**src/rtl/hz_pkg.sv**
```systemverilog
package hz_pkg;

  // Operand source selection presented to the datapath bypass muxes.
  typedef enum logic [1:0] {
    SRC_RF = 2'd0,
    SRC_EX = 2'd1,
    SRC_ST = 2'd2
  } fwd_src_e;

  localparam int FWD_W = 2;

endpackage

```
**src/rtl/hz_hit.sv**
```systemverilog
module hz_hit #(
  parameter int REG_W = 5
) (
  input  logic             prod_v,
  input  logic             prod_wr,
  input  logic [REG_W-1:0] prod_dst,
  input  logic [REG_W-1:0] src,
  output logic             hit
);

  // A producer only creates a dependency when it is live, writes, and
  // targets a register other than the hard-wired zero register.
  assign hit = prod_v && prod_wr && (prod_dst != '0) && (prod_dst == src);

endmodule

```
**src/rtl/hz_track.sv**
```systemverilog
module hz_track #(
  parameter int NSRC  = 2,
  parameter int REG_W = 5
) (
  input  logic                       clk,
  input  logic                       rst,
  input  logic                       flush,
  input  logic                       ext_wait,
  input  logic                       load_use,
  input  logic                       dec_valid,
  input  logic [NSRC-1:0][REG_W-1:0] dec_src,
  input  logic [REG_W-1:0]           dec_dst,
  input  logic                       dec_wr,
  input  logic                       dec_ld,
  input  logic                       dec_ext,
  output logic                       of_v,
  output logic [NSRC-1:0][REG_W-1:0] of_src,
  output logic                       ex_v,
  output logic [REG_W-1:0]           ex_dst,
  output logic                       ex_wr,
  output logic                       ex_ld,
  output logic                       ex_ext,
  output logic                       st_v,
  output logic [REG_W-1:0]           st_dst,
  output logic                       st_wr
);

  logic [REG_W-1:0] of_dst;
  logic             of_wr, of_ld, of_ext;

  // Valid bits: the only state that needs a reset value.
  always_ff @(posedge clk) begin
    if (rst) begin
      of_v <= 1'b0;
      ex_v <= 1'b0;
      st_v <= 1'b0;
    end else if (flush) begin
      st_v <= ex_v;
      ex_v <= 1'b0;
      of_v <= 1'b0;
    end else if (ext_wait) begin
      st_v <= 1'b0;
    end else if (load_use) begin
      st_v <= ex_v;
      ex_v <= 1'b0;
    end else begin
      st_v <= ex_v;
      ex_v <= of_v;
      of_v <= dec_valid;
    end
  end

  // Payload fields: no reset, loaded only when their slot moves.
  always_ff @(posedge clk) begin
    if (!ext_wait || flush) begin
      st_dst <= ex_dst;
      st_wr  <= ex_wr;
    end
    if (!flush && !ext_wait && !load_use) begin
      ex_dst <= of_dst;
      ex_wr  <= of_wr;
      ex_ld  <= of_ld;
      ex_ext <= of_ext;
      of_src <= dec_src;
      of_dst <= dec_dst;
      of_wr  <= dec_wr;
      of_ld  <= dec_ld;
      of_ext <= dec_ext;
    end
  end


  reset_clear_chk: assert property (@(posedge clk) disable iff (rst)
    $fell(rst) |-> (!of_v && !ex_v && !st_v));


  flush_drop_chk: assert property (@(posedge clk) disable iff (rst)
    flush |=> (!of_v && !ex_v));


  ext_hold_chk: assert property (@(posedge clk) disable iff (rst)
    (ext_wait && !flush) |=> (ex_v && !st_v));


  load_bubble_chk: assert property (@(posedge clk) disable iff (rst)
    (load_use && !flush && !ext_wait) |=> (!ex_v && of_v));

endmodule

```
**src/rtl/hazard_unit.sv**
```systemverilog
module hazard_unit #(
  parameter int NSRC  = 2,
  parameter int REG_W = 5
) (
  input  logic                               clk,
  input  logic                               rst,
  input  logic                               dec_valid,
  input  logic [NSRC-1:0][REG_W-1:0]         dec_src,
  input  logic [REG_W-1:0]                   dec_dst,
  input  logic                               dec_wr,
  input  logic                               dec_ld,
  input  logic                               dec_ext,
  input  logic                               branch_taken,
  input  logic                               ext_done,
  output logic                               stall,
  output logic                               flush,
  output logic [NSRC-1:0][hz_pkg::FWD_W-1:0] fwd_sel,
  output logic                               of_valid,
  output logic                               ex_valid,
  output logic                               st_valid
);

  import hz_pkg::*;

  logic [NSRC-1:0][REG_W-1:0] of_src;
  logic [REG_W-1:0]           ex_dst, st_dst;
  logic                       ex_wr, ex_ld, ex_ext, st_wr;
  logic [NSRC-1:0]            ex_hit, st_hit;
  logic                       ext_wait, load_use;

  hz_track #(.NSRC(NSRC), .REG_W(REG_W)) u_track (
    .clk       (clk),
    .rst       (rst),
    .flush     (flush),
    .ext_wait  (ext_wait),
    .load_use  (load_use),
    .dec_valid (dec_valid),
    .dec_src   (dec_src),
    .dec_dst   (dec_dst),
    .dec_wr    (dec_wr),
    .dec_ld    (dec_ld),
    .dec_ext   (dec_ext),
    .of_v      (of_valid),
    .of_src    (of_src),
    .ex_v      (ex_valid),
    .ex_dst    (ex_dst),
    .ex_wr     (ex_wr),
    .ex_ld     (ex_ld),
    .ex_ext    (ex_ext),
    .st_v      (st_valid),
    .st_dst    (st_dst),
    .st_wr     (st_wr)
  );

  // One comparator pair per source operand.
  for (genvar i = 0; i < NSRC; i++) begin : g_src
    hz_hit #(.REG_W(REG_W)) u_ex_hit (
      .prod_v   (ex_valid),
      .prod_wr  (ex_wr),
      .prod_dst (ex_dst),
      .src      (of_src[i]),
      .hit      (ex_hit[i])
    );
    hz_hit #(.REG_W(REG_W)) u_st_hit (
      .prod_v   (st_valid),
      .prod_wr  (st_wr),
      .prod_dst (st_dst),
      .src      (of_src[i]),
      .hit      (st_hit[i])
    );

    always_comb begin
      if (!of_valid || stall || flush) fwd_sel[i] = SRC_RF;
      else if (ex_hit[i])              fwd_sel[i] = SRC_EX;
      else if (st_hit[i])              fwd_sel[i] = SRC_ST;
      else                             fwd_sel[i] = SRC_RF;
    end


    ex_fwd_src_chk: assert property (@(posedge clk) disable iff (rst)
      (fwd_sel[i] == SRC_EX) |-> (ex_valid && !ex_ld && !stall));


    zero_src_chk: assert property (@(posedge clk) disable iff (rst)
      (of_src[i] == '0) |-> (fwd_sel[i] == SRC_RF));
  end

  // Priority: flush, then external wait, then load-use bubble.
  assign flush    = ex_valid && branch_taken;
  assign ext_wait = ex_valid && ex_ext && !ext_done;
  assign load_use = of_valid && ex_ld && (|ex_hit);
  assign stall    = !flush && (ext_wait || load_use);

endmodule

```
**config.mk**
```make
export PLATFORM = sky130hd
export DESIGN_NAME = hazard_unit
export DESIGN_NICKNAME = d
export VERILOG_FILES = /design/src/rtl/hz_pkg.sv /design/src/rtl/hz_hit.sv /design/src/rtl/hz_track.sv /design/src/rtl/hazard_unit.sv
export SDC_FILE = /design/constraint.sdc
export NUM_CORES = 1
export LEC_CHECK = 0
export CAP_MARGIN = 20
export CORE_MARGIN = 1
export CORE_UTILIZATION = 35
export DETAILED_ROUTE_END_ITERATION = 16
export PLACE_DENSITY = 0.64
export SLEW_MARGIN = 20
export SYNTH_ARGS = -nofsm -noshare
export SYNTH_HDL_FRONTEND = slang
export SYNTH_HIERARCHICAL = 1
export SYNTH_SLANG_ARGS = --single-unit
```
**constraint.sdc**
```tcl
create_clock -name clk -period 8.9 [get_ports clk]
set_input_delay 0.89 -clock clk [delete_from_list [all_inputs] [get_ports clk]]
set_output_delay 0.89 -clock clk [all_outputs]
set_load 0.005 [all_outputs]
```
Word-level counts from Yosys, hierarchy flattened

Index checks and enable logic that the tools add are counted.

Bits of input ports: 23
Output and inout port bits: 9
Flip-flop bits (word level): 35

Muxes and demuxes: 9
Equal/unequal tests: 4
Reduce and logical (&&, ||, !) cells: 30
Bitwise gates (word level): 2

Operators with widths:

| cell                | number |
|---|---|
| $eq A5 B5 Y1        | 4 |
| $logic_and A1 B1 Y1 | 16 |
| $mux W2             | 6 |
| $reduce_bool A5 Y1  | 2 |
| $logic_not A1 Y1    | 5 |
| $logic_or A1 B1 Y1  | 4 |
| $reduce_or A2 Y1    | 2 |
| $mux W1             | 3 |
| $not A1 Y1          | 2 |
| $reduce_and A2 Y1   | 1 |

Depth between registers and ports, before layout

Word-level depth: 10
Gate-level depth with buffers: 6
Mapped depth without buffers: 6

Modules after synthesis

The synthesis kept the hierarchy.

Modules (own cells, without submodules):

| module      | area an instance (µm²) | cells each | sequential area each (µm²) | instances |
|---|---|---|---|---|
| hz_track    | 1088.5                 | 44         | 1021.0                     | 1 |
| hz_hit      | 76.3                   | 10         | 0.0                        | 4 |
| hazard_unit | 128.9                  | 13         | 0.0                        | 1 |

Least setup slack after synthesis

No wires, ideal clock.

Path type: register to register
Start point: reg u_track.ex_dst[2]
End point: reg u_track.ex_dst[0], enable pin
Arrival time: 3.095 ns
Setup slack: 5.364 ns
Cell stages (with the launch flop): 6
Period minus slack after synthesis: 3.536 ns
Required time: 8.458 ns
Cell sequence: edfxtp_1 -> nor4_1 -> o21ai_0 -> nor3b_2 -> o211a_2 -> nor3_1

Word-level cells in the longest chain between the ends: 7

RTL lines:

| what                     | RTL line          | RTL |
|---|---|---|
| start: declaration       | hz_track.sv:19    | `output logic [REG_W-1:0] ex_dst,` |
| start signal: assignment | hz_track.sv:60    | `ex_dst <= of_dst;` |
| $reduce_bool A5 Y1       | hz_hit.sv:13      | `assign hit = prod_v && prod_wr && (prod_dst != '0) && (prod_dst == src);` |
| $logic_and A1 B1 Y1      | hz_hit.sv:13      |  |
| $logic_and A1 B1 Y1 *    | hz_hit.sv:13      |  |
| via ex_hit[0]            | hazard_unit.sv:28 | `logic [NSRC-1:0] ex_hit, st_hit;` |
| $reduce_or A2 Y1 *       | hazard_unit.sv:91 | `assign load_use = of_valid && ex_ld && (\|ex_hit);` |
| $logic_and A1 B1 Y1 *    | hazard_unit.sv:91 |  |
| via load_use             | hazard_unit.sv:29 | `logic ext_wait, load_use;` |
| $logic_not A1 Y1 *       | hz_track.sv:59    | `if (!flush && !ext_wait && !load_use) begin` |
| $logic_and A1 B1 Y1 *    | hz_track.sv:59    |  |

Mark *: on every way through the listed nets, which the timed path passes. The rest lies on a longest branch.
A chain may end at the register's enable or synchronous reset.

==> flow_metrics.py <==
metrics = {
    "pwr": {
        "p_int_mw": 0.270,
        "clkPwrFrac": 0.311,
        "p_leak_nw": 0.648,
        "power_switching_mw": 0.0748,
        "power_density_mw_per_mm2": 174,
        "sw_frac_of_total": 0.217,
        "p_comb_frac": 0.093,
        "pwr-share-seq": 0.596,
        "peakVddDrop_v": 0.000121,
        "total_power_mw": 0.344,
    },
    "clock_tree": {
        "numCtsBuffers": 5,
        "cts.sinks": 35,
        "root_buffer": "clkbuf_8",
        "cts_tree": "done",
        "ctsHoldBuffers": 0,
        "clock_latency_ns": 0.28,
        "cts_resized": 0,
        "cts_setup_buffers": 0,
        "htree_levels": 2,
        "cts_buffer_depth": 2,
        "clk_pin_slew_ns": 0.06,
    },
    "setup_path": {
        "rrSetupSlack_ns": 6.65,
        "cp_slowest_stage_delay_ns": 0.53,
        "worstReg2RegEnd": "u_track/ex_dst[2]$_DFFE_PP_",
        "start_kind": "flop",
        "reg2reg_from": "u_track/ex_dst[2]$_DFFE_PP_",
        "arrival_ns": 2.50,
        "slowest_stage": "clkdlybuf4s50_1",
        "crit_path_end_kind": "primary output",
        "r2r_cells": 6,
        "worstPathRequired_ns": 8.01,
        "path_class": "reg2out",
        "critical_path_peak_fanout": 7,
        "path_cells": "nor4_1 -> o21ai_0 -> nor3b_2 -> o211a_2 -> nor4_2 -> clkdlybuf4s50_1",
    },
    "sta": {
        "hold_viol_final": 0,
        "setup_viol": 0,
        "tightest_slew_ns": 0.420,
        "fin_ws_ns": 5.51,
        "slew_headroom": 0.720,
        "rsz0062_at_grt": "false",
        "slew_violations": 0,
        "finClkSkew_ns": 0.00435,
        "fmax_mhz": 295,
        "fin_crit_ns": 3.39,
        "timing.final.crit_share": 0.381,
        "fin_tns_setup_ns": 0,
    },
    "layout": {
        "layout_commonest_cell": "edfxtp_1",
        "drive_above_1_share": 0.140,
        "antenna_cells": 0,
        "final_cell_mix": "32 x edfxtp_1, 31 x clkdlybuf4s50_1, 16 x xnor2_1",
        "fin_nets": 158,
        "area_delta_synth_final_pct": 30.2,
    },
    "yosys": {
        "ys_warn_count": 6,
        "ys.flop_type": "edfxtp_1",
        "async_flop_share": 0,
        "synth.distinct_cells": 24,
        "synth_edf_count": 32,
        "syn-cell-area_sq_mm": 0.00152,
        "syn_area_per_cell_sq_um": 15.7,
        "yosysSeqAreaShare": 0.671,
        "synthCells": 97,
        "ys_seq_elements": 35,
        "syn_nets": 120,
    },
    "route": {
        "routedWlPerCell_um": 13.3,
        "firstDrtPassIters": 4,
        "drcViolationCount": 0,
        "ant_nets": 0,
        "totalWireLength_um": 2470,
        "vias_per_cell": 4.78,
        "via_count": 890,
        "drt_iter0_markers": 22,
    },
    "die": {
        "fp.dieH_um": 68.0,
        "ios": 32,
        "initial_core_util": 0.373,
        "num_rows": 23,
        "core_area_sq_mm": 0.00409,
        "die_x_um": 68.0,
        "die-area_sq_mm": 0.00462,
    },
    "place": {
        "place_congestion": 0.781,
        "portBuffers": 31,
        "pre_cts_slack_ns": 5.51,
        "hpwl_um": 1860,
    },
    "grt": {
        "grt_pass1_vias": 834,
        "gr-total-overflow": 0,
        "grtUsageTotal": 0.119,
        "antenna_found_initial": 0,
        "grt_max_degree": 27,
        "grt_first_pass_wirelength_um": 3790,
    },
    "worst_hold_path": {
        "holdPathEnd": "u_track/ex_dst[2]$_DFFE_PP_",
        "hold_depth": 0,
        "min_path_type": "reg2reg",
        "min_from": "u_track/of_dst[2]$_DFFE_PP_",
    },
    "status": {
        "outcome": "complete, no violations",
    },
    "flow_run": {
        "maxCapViolCount": 0,
    },
}
## worst max path at each step
stage / from / end / slack (ns) / cells after the start
global route: u_track/ex_dst[2]$_DFFE_PP_ / fwd_sel[1] / 5.41 / 6
detailed placement: ext_done / fwd_sel[2] / 5.51 / 4
floorplan: u_track/ex_dst[2]$_DFFE_PP_ / u_track/ex_dst[0]$_DFFE_PP_ / 5.36 / 5
finish: u_track/ex_dst[2]$_DFFE_PP_ / fwd_sel[1] / 5.51 / 6
CTS: u_track/ex_dst[2]$_DFFE_PP_ / fwd_sel[1] / 5.47 / 6
global placement: ext_done / fwd_sel[2] / 5.58 / 4
## through the flow
step                      cells  area (sq um)   util  hold WS, ns
after floorplan              97          1520      -        0.400
after global placement      178          1900  0.464        0.402
after detailed placement    178          1900  0.464        0.405
after CTS                   186          1980  0.485        0.421
after global routing        186          1980  0.485        0.427
final                       186          1980  0.485        0.420
## metal layers
metal  part of all wire  vias up  global-route usage
li1                   -      450                   -
met1               0.45      412               0.142
met2               0.48       22               0.178
met3              0.041        6              0.0450
met4              0.027        0              0.0781
met5                  0        -                   0
## synthesized netlist by cell type (all sizes together), types with 2 or more instances
library cell	number	share of area
edfxtp	32	0.63
xnor2	16	0.092
nor4	6	0.033
o21ai	5	0.016
inv	4	0.0099
nand3	4	0.013
nor3b	4	0.033
o2111ai	4	0.023
dfxtp	3	0.039
nand2b	3	0.012
a211oi	2	0.013
and3b	2	0.012
nor4b	2	0.020
or3b	2	0.012
## layout make-up
| type | count | area, sq um |
|---|---|---|
| clock buffers | 6 | 72.6 |
| clock inverters | 2 | 12.5 |
| fillers | 359 | 2100 |
| inverters | 4 | 15.0 |
| multi-input cells | 57 | 480 |
| flip-flops and latches | 35 | 1020 |
| well taps | 50 | 62.6 |
| repair buffers | 32 | 318 |
## state kept, by name, indices dropped and copies added, names as in the netlist, 5 cells and up
| register | flops |
|---|---|
| u_track/of_dst | 5 |
| u_track/of_src | 10 |
| u_track/ex_dst | 5 |
| u_track/st_dst | 5 |
## power groups by stage
stage          Clock (mW)  Combinational (mW)  Sequential (mW)
3_5_place_dp            0              0.0322            0.209
2_1_floorplan           0              0.0179            0.206
6_report            0.107              0.0320            0.205
4_1_cts             0.111              0.0325            0.206
5_1_grt             0.117              0.0350            0.207
3_3_place_gp            0              0.0316            0.208
## worst max-delay path, delay by kind of cell, from the launching register on
kind	cells	cell delay (ns)
and+or+nand+nor	3	0.75
AOI/OAI and AO/OA	2	0.43
DFF	1	0.49
buffers and inverters	1	0.53
## kinds of logic after synthesis
family,synth area share
flip-flops,0.671
AND/OR/NAND/NOR,0.149
AO/OA/AOI/OAI,0.0715
XOR/XNOR,0.0920
buffers and inverters,0.0173
(Power assumes the default switching activity.)
